[src/rtl/mtt_pkg.sv]
package mtt_pkg;
  localparam int CNT_W   = 8;
  localparam int NUM_LVL = 8;
  localparam int LVL_W   = $clog2(NUM_LVL);
  localparam int MIN_LEN = 32;
  typedef logic [LVL_W-1:0] lvl_t;
  typedef logic [CNT_W-1:0] cnt_t;
endpackage

[src/rtl/mtt_level_sel.sv]
module mtt_level_sel
  import mtt_pkg::*;
#(
  parameter int CW = CNT_W,
  parameter int NL = NUM_LVL
) (
  input  logic [NL/2*CW-1:0] cnt_hot_i,
  input  logic [NL/2*CW-1:0] cnt_cool_i,
  input  logic [$clog2(NL)-1:0] level_i,
  output logic [CW-1:0]      sel_o
);
  localparam int HALF = NL / 2;

  logic [CW-1:0] tbl [NL];

  // hottest level sits in the top byte of each word
  for (genvar g = 0; g < NL; g++) begin : g_lvl
    if (g < HALF) begin : g_hot
      assign tbl[g] = cnt_hot_i[(HALF-1-g)*CW +: CW];
    end else begin : g_cool
      assign tbl[g] = cnt_cool_i[(NL-1-g)*CW +: CW];
    end
  end

  assign sel_o = tbl[level_i];
endmodule

[src/rtl/mtt_window.sv]
module mtt_window
  import mtt_pkg::*;
#(
  parameter int CW   = CNT_W,
  parameter int MINL = MIN_LEN
) (
  input  logic          clk_i,
  input  logic          rst_ni,
  input  logic [CW-1:0] sel_cnt_i,
  input  logic          trip_vld_i,
  input  logic [CW-1:0] win_len_i,
  output logic          throttle_o
);
  localparam logic [CW-1:0] MIN_LAST = CW'(MINL - 1);

  logic [CW-1:0] pos_q, last_q, act_q, last_d;
  logic          wrap;

  assign last_d = (win_len_i < MIN_LAST) ? MIN_LAST : win_len_i;
  assign wrap   = (pos_q == last_q);

  always_ff @(posedge clk_i or negedge rst_ni) begin
    if (!rst_ni) begin
      pos_q  <= '0;
      last_q <= MIN_LAST;
      act_q  <= '0;
    end else if (wrap) begin
      pos_q  <= '0;
      last_q <= last_d;
      act_q  <= trip_vld_i ? sel_cnt_i : '0;
    end else begin
      pos_q  <= pos_q + 1'b1;
    end
  end

  // count >= length throttles the whole window since pos_q <= last_q
  assign throttle_o = (pos_q < act_q);

  a_r2_pos_range: assert property (@(posedge clk_i) disable iff (!rst_ni)
    pos_q <= last_q);
  a_r2_min_len: assert property (@(posedge clk_i) disable iff (!rst_ni)
    last_q >= MIN_LAST);
  a_r7_hold: assert property (@(posedge clk_i) disable iff (!rst_ni)
    (pos_q != '0) |-> ($stable(act_q) && $stable(last_q)));
  a_r4_start: assert property (@(posedge clk_i) disable iff (!rst_ni)
    $rose(throttle_o) |-> (pos_q == '0));
  a_r6_no_trip: assert property (@(posedge clk_i) disable iff (!rst_ni)
    (wrap && !trip_vld_i) |=> (act_q == '0));
endmodule

[src/rtl/mem_thermal_throttle.sv]
module mem_thermal_throttle
  import mtt_pkg::*;
(
  input  logic        clk_i,
  input  logic        rst_ni,
  input  logic [31:0] cnt_hot_i,
  input  logic [31:0] cnt_cool_i,
  input  logic [7:0]  win_len_i,
  input  logic [2:0]  level_i,
  input  logic        trip_vld_i,
  input  logic        rd_req_i,
  input  logic        wr_req_i,
  output logic        rd_gnt_o,
  output logic        wr_gnt_o,
  output logic        throttle_o
);
  cnt_t sel_cnt;

  mtt_level_sel #(.CW(CNT_W), .NL(NUM_LVL)) u_sel (
    .cnt_hot_i (cnt_hot_i),
    .cnt_cool_i(cnt_cool_i),
    .level_i   (level_i),
    .sel_o     (sel_cnt)
  );

  mtt_window #(.CW(CNT_W), .MINL(MIN_LEN)) u_win (
    .clk_i     (clk_i),
    .rst_ni    (rst_ni),
    .sel_cnt_i (sel_cnt),
    .trip_vld_i(trip_vld_i),
    .win_len_i (win_len_i),
    .throttle_o(throttle_o)
  );

  assign rd_gnt_o = rd_req_i & ~throttle_o;
  assign wr_gnt_o = wr_req_i & ~throttle_o;

  a_r8_block: assert property (@(posedge clk_i) disable iff (!rst_ni)
    throttle_o |-> (!rd_gnt_o && !wr_gnt_o));
  a_r8_pass: assert property (@(posedge clk_i) disable iff (!rst_ni)
    (!throttle_o && rd_req_i) |-> rd_gnt_o);
endmodule

[config.mk]
export PLATFORM = sky130hd
export DESIGN_NAME = mem_thermal_throttle
export DESIGN_NICKNAME = d
export VERILOG_FILES = /design/src/rtl/mtt_pkg.sv /design/src/rtl/mtt_level_sel.sv /design/src/rtl/mtt_window.sv /design/src/rtl/mem_thermal_throttle.sv
export SDC_FILE = /design/constraint.sdc
export NUM_CORES = 1
export LEC_CHECK = 0
export ABC_AREA = 1
export BUFFER_PORTS_ARGS = -buffer_cell sky130_fd_sc_hd__buf_2
export CAP_MARGIN = 0
export CORE_UTILIZATION = 40
export DETAILED_ROUTE_END_ITERATION = 16
export GPL_TIMING_DRIVEN = 0
export PLACE_DENSITY_LB_ADDON = 0.05
export REMOVE_ABC_BUFFERS = 1
export SLEW_MARGIN = 20
export SYNTH_ARGS = -nofsm -noshare
export SYNTH_HDL_FRONTEND = slang
export SYNTH_SLANG_ARGS = --single-unit
[constraint.sdc]
create_clock -name clk_i -period 1.4 [get_ports clk_i]
set_input_delay 0.14 -clock clk_i [delete_from_list [all_inputs] [get_ports clk_i]]
set_output_delay 0.14 -clock clk_i [all_outputs]
set_load 0.005 [all_outputs]
==> flow_summary.ini, run 1 <==
[finish]
final_cell_mix = 163 x nand2_1, 87 x inv_1, 82 x buf_2, 36 x nand3_1, 23 x buf_4
syn_to_final_growth_pct = 41.5
num_antenna_cells = 0
final_area_um2 = 3140
drive_gt1_frac = 0.329
final_common_cell = nand2_1
instances_no_fill = 575
fill_cells = 524
nNetsFinal = 594

[floorplanning]
row_count = 26
die-height_um = 76.5
io_pins = 83
core_area_um2 = 5240
die_area_um2 = 5850
start_util = 0.424
die_width_um = 76.5

[setup_path]
cp.depth = 7
worstPathRequired_ns = 1.26
worstPathCellList = ha_4, nand2_2, nor2_1, a21boi_2, nor2_2, nor2_1, buf_2
cp.arrival_ns = 1.57
crit_type = reg -> out
max_stage_delay_ns = 0.42
path_common_cell = nor2_1
cp_slowest_cell = dfrtp_1
path_delay_family = flip-flops
path_buf_inv = 1
worstSetupEndpointType = output pin
startpoint_type = register
crit_fanout = 3
ff2ff_path_depth = 10

[drt]
drc = 0
vias_per_cell = 4.34
vias = 2498
wl_per_cell_um = 10.1
ant_nets = 0
dr.pass1.iters = 4
drtIter0Drc = 161
wirelength_um = 5780

[grt]
antenna_found_initial = 0
grt_pass1_wl_um = 10000
grt_use_total = 0.206
gr-total-overflow = 0
grt_max_degree = 35
grt_pass1_vias = 2301

[clock_network]
cts_made_buffers = 3
cts_tree = done
clock_tree.root_cell = clkbuf_8
htree_levels = 1
worst_skew_pair.late_latency_ns = 0.27
clockBufferDepth = 2
cts.sink_count = 24
clk_pin_slew_ns = 0.09

[worst_hold_path]
hold_depth = 3
hold_path_class = in -> reg

[sta]
max_freq_mhz = 583
max_slew_margin = 0.563
hold_ws_ns = 0.0868
setup_slack_ns = -0.315
worstMarginPinSlew_ns = 0.650
final-setup-viol-count = 27
finalCritPeriodShare = 1.22
drv_slew = 0
rsz0062_at_grt = true
final-hold-violation-count = 0
period_needed_ns = 1.71
fin_worst_skew_ns = 0.0124

[job]
max_cap_viol_count = 0

[place]
place_area_um2 = 2640
dp_hpwl_um = 3710
place_ws_ns = -0.524
numPortBuffers = 82
gp_congestion = 0.695
dp_cells = 537

[power]
power_density_nw_per_um2 = 470
power_mw = 1.48
p_leak_nw = 2.00
ir_drop_uv = 346

[yosys]
ys_types = 21
synth_area_um2 = 2220
ys_warn_count = 0
synthCells = 400
avgSynthCellArea_um2 = 5.55
synth_seq_cells = 24
ys_seq_area_frac = 0.273

[run_status]
violations = negative setup slack
status = finished, violations left
## power by group
part           total [mW]  internal [mW]  switching (mW)
registers           0.693          0.693               0
logic               0.359          0.160           0.198
clock network       0.424          0.203           0.220
## metal layers
metal  GRT usage  vias up  part of all wire
li1            -     1376                 -
met2       0.373       56              0.49
met5           0        -                 0
met1       0.272     1064              0.47
met3      0.0311        2             0.041
met4     0.00577        0            0.0014
## stage by stage
step,setup TNS [ns],utilization
after CTS,-2.20,0.570
final,-4.11,0.600
after global routing,-6.32,0.600
after detailed placement,-9.02,0.504
after global placement,-9.03,0.504
after floorplan,-0.538,-
## synth_stat cells
cell type	instances	area (um^2)
nand2_1	170	638
inv_1	93	349
nand3_1	43	215
nor2_1	21	78.8
dfrtp_1	19	475
o21ai_0	9	45.0
ha_1	8	100
buf_2	7	35.0
clkbuf_1	5	18.8
dfstp_2	5	131
nor3_1	4	20.0
a21oi_1	3	15.0
xor2_1	3	26.3
buf_6	2	22.5
inv_2	2	7.51
a21boi_0	1	7.51
buf_1	1	3.75
nand2_2	1	6.26
nand4_1	1	6.26
nor2_2	1	6.26
nor2_4	1	11.3
## cells by family (layout without fill, tap and decap cells)
logic type	Yosys count	after routing	share of synthesized area
buffers and inverters	110	214	0.197
flip-flops	24	24	0.273
XOR/XNOR	3	3	0.0118
AND/OR/NAND/NOR	242	243	0.443
AO/OA/AOI/OAI	13	13	0.0304
adder cells (fa/ha/maj)	8	8	0.0451
## layout make-up
cell class	instances	area (um^2)	area share
sequential	24	609	0.194
clock buffer	4	45.0	0.0143
inverter	95	360	0.115
tap	70	87.6	0.0279
timing repair buffer	114	683	0.217
multi-input combinational	267	1350	0.429
timing repair inverter	1	7.51	0.00239
## final timing paths
check | from | to | slack, ns
max | u_win.pos_q[7]$_DFF_PN0_ | rd_gnt_o | -0.31
min | win_len_i[5] | u_win.last_q[5]$_DFFE_PN0N_ | 0.09
max reg2reg | u_win.pos_q[7]$_DFF_PN0_ | u_win.act_q[0]$_DFFE_PN0N_ | -0.18
min reg2reg | u_win.last_q[2]$_DFFE_PN1N_ | u_win.last_q[2]$_DFFE_PN1N_ | 0.47
max in group asynchronous | rst_ni | u_win.pos_q[2]$_DFF_PN0_ | 0.60
min in group asynchronous | rst_ni | u_win.act_q[7]$_DFFE_PN0N_ | 0.38
## tightest hold or removal path: cells and delay by family
| family | cells | cell delay [ns] |
|---|---|---|
| compound gates | 1 | 0.05 |
| simple gates | 1 | 0.06 |
| buf+inv | 1 | 0.09 |
## timing repair
item | in CTS | in global routing
buffers inserted | 23 | 7
pin swaps | 19 | 21
resized for setup | 36 | 23
setup endpoints to repair | 27 | 27
hold endpoints to repair | 19 | 0
gates cloned | 3 | 0
hold buffers | 1 | 0
## sequential cells by signal, indices dropped and copies added (netlist names)
register,count
u_win.act_q,8
u_win.last_q,8
u_win.pos_q,8
Note: power is estimated with default switching activity, not from simulation.
==> run 2, diff against run 1 <==
- PLACE_DENSITY: unset -> 0.8
- PLACE_DENSITY_LB_ADDON: 0.05 -> unset
==> run 2 against run 1 <==
  * The flow still finishes with violations (negative setup slack)
  * Global-route usage increased by 0.81 points
  * Sequential share of layout area increased by 0.58 points
  * Non-clock buffer count decreased by 11
  * Clock-buffer cell count unchanged
  * Utilization decreased by 1.7 points
  * Via count increased by 7.3%
  * Maximum frequency decreased by 1.5%
  * Clock skew decreased by 0.012 ns
  * Cell count decreased by 1.9%
  * Critical path type unchanged
  * Critical endpoint is now wr_gnt_o
  * Largest power group unchanged
==> flow_summary.ini, run 2 (synthesized netlist as in run 1, its figures left out) <==
[setup_path]
worstPathRequired_ns = 1.26
max_stage_delay_ns = 0.45
crit_fanout = 5
startpoint_type = register
crit_type = reg -> out
worstPathCellList = ha_1, nand2_1, inv_1, nand2_1, a21boi_2, nor2_2, nor2_1, buf_2
cp.arrival_ns = 1.60
worstSetupEndpointType = output pin
cp_slowest_cell = dfrtp_1
path_common_cell = nand2_1

[drt]
dr.pass1.iters = 5
vias_per_cell = 4.75
drc = 0
wirelength_um = 6310
drtIter0Drc = 149
ant_nets = 0
wl_per_cell_um = 11.2
vias = 2680

[power]
power_frac_clock = 0.310
power_switching_mw = 0.416
internal-power_mw = 1.10
power_density_nw_per_um2 = 498
power_mw = 1.52
ir_drop_uv = 307
share_comb_of_total_power = 0.233
p_leak_nw = 1.99
pwr-share-seq = 0.456
switching_share = 0.274

[finish]
reg_top3 = u_win.act_q: 8 flops, u_win.last_q: 8 flops, u_win.pos_q: 8 flops
syn_to_final_growth_pct = 37.4
final_cell_mix = 157 x nand2_1, 90 x inv_1, 82 x buf_2, 43 x nand3_1, 17 x dfrtp_1
final_area_um2 = 3050
final_common_cell = nand2_1
num_antenna_cells = 0
nNetsFinal = 583
drive_gt1_frac = 0.308
fill_cells = 493

[run_status]
status = finished, violations left
violations = negative setup slack

[sta]
setup_slack_ns = -0.341
final-hold-violation-count = 0
finalCritPeriodShare = 1.24
max_slew_margin = 0.478
fin_worst_skew_ns = 0.000727
final-setup-viol-count = 27
max_freq_mhz = 574
rsz0062_at_grt = true
period_needed_ns = 1.74
worstMarginPinSlew_ns = 0.778
drv_slew = 0

[grt]
grt_pass1_wl_um = 10500
antenna_found_initial = 0
grt_max_degree = 35
grt_use_total = 0.215
use_met1 = 0.242
grt_use_met2 = 0.405
grt_pass1_vias = 2580
gr-total-overflow = 0
grt_use_met3 = 0.0216
top_usage_layer = met2

[place]
place_area_um2 = 2640
gp_congestion = 0.765
numPortBuffers = 82
dp_hpwl_um = 3960
place_ws_ns = -0.488

[clock_network]
cts.sink_count = 24
clock_tree.root_cell = clkbuf_8
clk_pin_slew_ns = 0.08
cts_made_buffers = 3
htree_levels = 1
cts_tree = done
clockBufferDepth = 2
worst_skew_pair.late_latency_ns = 0.26

[worst_hold_path]
hold_path_class = in -> reg

[floorplanning]
start_util = 0.424
io_pins = 83
row_count = 26
die_area_um2 = 5850
die-height_um = 76.5
die_width_um = 76.5
core_area_um2 = 5240

[job]
max_cap_viol_count = 0
-- run 2: per-stage QoR --
stage,cells,TNS (ns),hold WS [ns],utilization
CTS,563,-4.23,0.105,0.571
global route,564,-8.50,0.107,0.582
finish,564,-6.36,0.107,0.582
global placement,537,-7.16,0.143,0.504
detailed placement,537,-8.47,0.157,0.504
floorplan,385,-0.538,-0.156,-
-- run 2: cell type report --
cell class                 count  area [um^2]  share of cell area
multi-input combinational    267         1320               0.434
sequential                    24          609               0.200
timing repair buffer         103          608               0.199
inverter                      95          360               0.118
tap                           70         87.6              0.0287
clock buffer                   4         55.1              0.0180
timing repair inverter         1         7.51             0.00246
-- run 2: critical path: cells and delay by family, from the launching register on --
| family | cells | cell delay (ns) |
|---|---|---|
| flops | 1 | 0.45 |
| compound gates | 1 | 0.16 |
| simple gates | 4 | 0.25 |
| fa+ha+maj | 1 | 0.31 |
| buf+inv | 2 | 0.15 |
-- run 2: path summary, 6_finish.rpt --
path,from,to,depth (start not counted),slack [ns]
worst max register to register,u_win.pos_q[7]$_DFF_PN0_,u_win.pos_q[4]$_DFF_PN0_,10,-0.30
worst max-delay path,u_win.pos_q[2]$_DFF_PN0_,wr_gnt_o,8,-0.34
worst min-delay path,win_len_i[7],u_win.last_q[7]$_DFFE_PN0N_,3,0.11
worst min register to register,u_win.last_q[0]$_DFFE_PN1N_,u_win.last_q[0]$_DFFE_PN1N_,2,0.47
min in group asynchronous,rst_ni,u_win.pos_q[7]$_DFF_PN0_,2,0.40
max in group asynchronous,rst_ni,u_win.pos_q[3]$_DFF_PN0_,2,0.61
-- run 2: power by group through the flow --
stage | sequential (mW) | clock (mW) | combinational [mW]
2_1_floorplan | 0.707 | 0 | 0.164
3_3_place_gp | 0.707 | 0 | 0.332
3_5_place_dp | 0.707 | 0 | 0.338
4_1_cts | 0.693 | 0.485 | 0.353
5_1_grt | 0.693 | 0.503 | 0.407
6_report | 0.693 | 0.471 | 0.354
-- run 2: what timing repair did --
action	in CTS	in global routing
endpoints found under the hold margin	19	0
hold buffers	1	0
cloned	2	1
setup endpoints to repair	27	27
pin swaps	11	11
gates resized for setup	42	19
setup buffers	19	2
-- run 2: layer usage --
metal	share of wire	wire length, um	vias to the layer above
li1	-	-	1359
met4	0.031	193	0
met1	0.40	2510	1195
met3	0.052	329	23
met5	0	0	-
met2	0.52	3280	103
==> run 3, diff against run 2 <==
- ABC_AREA: 1 -> unset
- PLACE_DENSITY: 0.8 -> 0.84
==> run 3 against run 2 <==
  * The flow still finishes with violations (negative setup slack)
  * Clock power up 30%
  * Combinational power increased to 3.9 times the previous value
  * Via count down 43%
  * Worst hold slack gained 0.0083 ns
  * Utilization increased by 7.0 points
  * First-iteration DRC count shrank 52%
  * Cell count down 48%
  * Register-to-register slack better by 0.02 ns
  * Largest cell class unchanged
  * Largest power group is now combinational logic
==> flow_summary.ini, run 3 <==
[run_status]
status = finished, violations left
violations = negative setup slack

[floorplanning]
die_width_um = 67.2
start_util = 0.422
io_pins = 83
die_area_um2 = 4520
core_area_um2 = 4030
die-height_um = 67.2
row_count = 23

[grt]
grt_max_degree = 25
grt_pass1_vias = 1520
grt_use_total = 0.194
gr-total-overflow = 0
antenna_found_initial = 0
grt_pass1_wl_um = 6440

[place]
dp_hpwl_um = 2960
dp_cells = 266
numPortBuffers = 82
gp_congestion = 0.743
place_area_um2 = 2120

[sta]
final-setup-viol-count = 27
final-hold-violation-count = 0
setup_slack_ns = -0.486
finalSetupTns_ns = -6.35
drv_slew = 0
rsz0062_at_grt = true
fin_worst_skew_ns = 0.00809
period_needed_ns = 1.89
max_slew_margin = 0.570
max_freq_mhz = 530
worstMarginPinSlew_ns = 0.640
finalCritPeriodShare = 1.35

[power]
ir_drop_uv = 397
power_density_nw_per_um2 = 1140
p_leak_nw = 1.23
power_mw = 2.99

[yosys]
synth_fa_ha_area_frac = 0.0588
synth_mux_area_frac = 0.292
ys_seq_area_frac = 0.357
synthXorXnorAreaFrac = 0.0721
ys_warn_count = 0
synth-compound-area-share = 0.0765
async_flop_share = 1.00
synth.largest_area_cell = dfrtp_1
synthCells = 141
avgSynthCellArea_um2 = 12.1
synth_seq_cells = 24
synth-main-ff-cell = dfrtp_1
yosys.area.top_type_share = 0.279
synth_top_family_by_area = multiplexers
yosys.area_share.simple = 0.0882
synth_area_um2 = 1700
yosysMostFrequentCell = dfrtp_1
synth_common_cells = 19 x dfrtp_1, 18 x nor2_1, 10 x mux4_2, 10 x xnor2_1
synthTopCellsByArea = dfrtp_1 28%, mux4_2 13%, mux4_1 9.3%
ys_types = 29
synth_edf_count = 0

[finish]
fin_util = 0.653
reg_top3 = u_win.act_q: 8 flops, u_win.last_q: 8 flops, u_win.pos_q: 8 flops
num_antenna_cells = 0
nNetsFinal = 330
instances_no_fill = 291
final_common_cell = buf_2
syn_to_final_growth_pct = 54.6
final_area_um2 = 2630
drive_gt1_frac = 0.680
fill_cells = 311
final_cell_mix = 82 x buf_2, 16 x dfrtp_1, 10 x mux4_2, 10 x buf_6

[drt]
wirelength_um = 4240
vias = 1518
drtIter0Drc = 71
dr.pass1.iters = 3
vias_per_cell = 5.22
wl_per_cell_um = 14.6
drc = 0
ant_nets = 0

[setup_path]
cp.arrival_ns = 1.75
crit_type = reg -> out
worstSetupEndpointType = output pin
worstPathRequired_ns = 1.26
crit_fanout = 3
startpoint_type = register

[clock_network]
cts_made_buffers = 3
cts_tree = done
cts.sink_count = 24
worst_skew_pair.late_latency_ns = 0.27
htree_levels = 1
clk_pin_slew_ns = 0.09
clock_tree.root_cell = clkbuf_8
clockBufferDepth = 2

[job]
max_cap_viol_count = 0

[worst_hold_path]
hold_path_class = in -> reg
-- run 3: cell families (layout without fill, tap and decap cells) --
kind of cell,count (synthesis),in the layout
compound gates,20,20
xor+xnor,14,14
fa+ha+maj,8,8
buf+inv,15,115
flops,24,24
mux,27,27
simple gates,33,33
-- run 3: worst max-delay path, stage by stage, from the launching register on --
cell      delay (ns)
dfrtp_1         0.38
inv_2           0.09
ha_4            0.21
a211oi_2        0.16
o21ai_1         0.11
a221oi_2        0.31
nor2b_1         0.08
buf_2           0.13
-- run 3: area by class of cell --
type / count / area [um^2] / area share
flip-flops and latches: 24 / 611 / 0.232
clock buffers: 3 / 41.3 / 0.0157
inverters: 7 / 26.3 / 0.00999
repair buffers: 104 / 648 / 0.246
well taps: 50 / 62.6 / 0.0238
multi-input cells: 102 / 1210 / 0.461
clock inverters: 1 / 30.0 / 0.0114
-- run 3: worst paths after layout --
path | startpoint | end | slack [ns] | cells after the start
setup / recovery | u_win.act_q[3]$_DFFE_PN0N_ | rd_gnt_o | -0.49 | 7
hold / removal | win_len_i[5] | u_win.last_q[5]$_DFFE_PN0N_ | 0.11 | 2
hold reg to reg | u_win.pos_q[0]$_DFF_PN0_ | u_win.pos_q[0]$_DFF_PN0_ | 0.52 | 1
setup reg to reg | u_win.pos_q[5]$_DFF_PN0_ | u_win.act_q[7]$_DFFE_PN0N_ | -0.28 | 7
max in group asynchronous | rst_ni | u_win.pos_q[2]$_DFF_PN0_ | 0.65 | 2
min in group asynchronous | rst_ni | u_win.act_q[6]$_DFFE_PN0N_ | 0.37 | 2
-- run 3: per-layer routing --
metal,GRT usage,share of wire,vias up
li1,-,-,729
met1,0.211,0.37,724
met3,0.0321,0.045,6
met4,0.0638,0.013,0
met5,0,0,-
met2,0.374,0.57,59
-- run 3: per-stage QoR --
step | hold slack (ns) | setup slack [ns]
after detailed placement | 0.144 | -0.568
after global placement | 0.144 | -1.56
after floorplan | -0.156 | -0.952
final | 0.115 | -0.486
after CTS | 0.111 | -0.486
after global routing | 0.106 | -0.590
-- run 3: what timing repair did --
action                     in CTS  in global routing
gates resized for setup        21                 41
pin swaps                       5                  7
hold endpoints to repair       19                  0
buffers inserted               15                  4
cloned                          0                  1
setup endpoints to repair      27                 27
hold buffers                    1                  0
-- run 3: power by group --
part	internal, mW	switching, mW	leakage, nW	total, mW
sequential	0.856	0.146	0.288	1.00
clock	0.383	0.230	0.0357	0.613
combinational	0.806	0.572	0.907	1.38
total	2.04	0.948	1.23	2.99
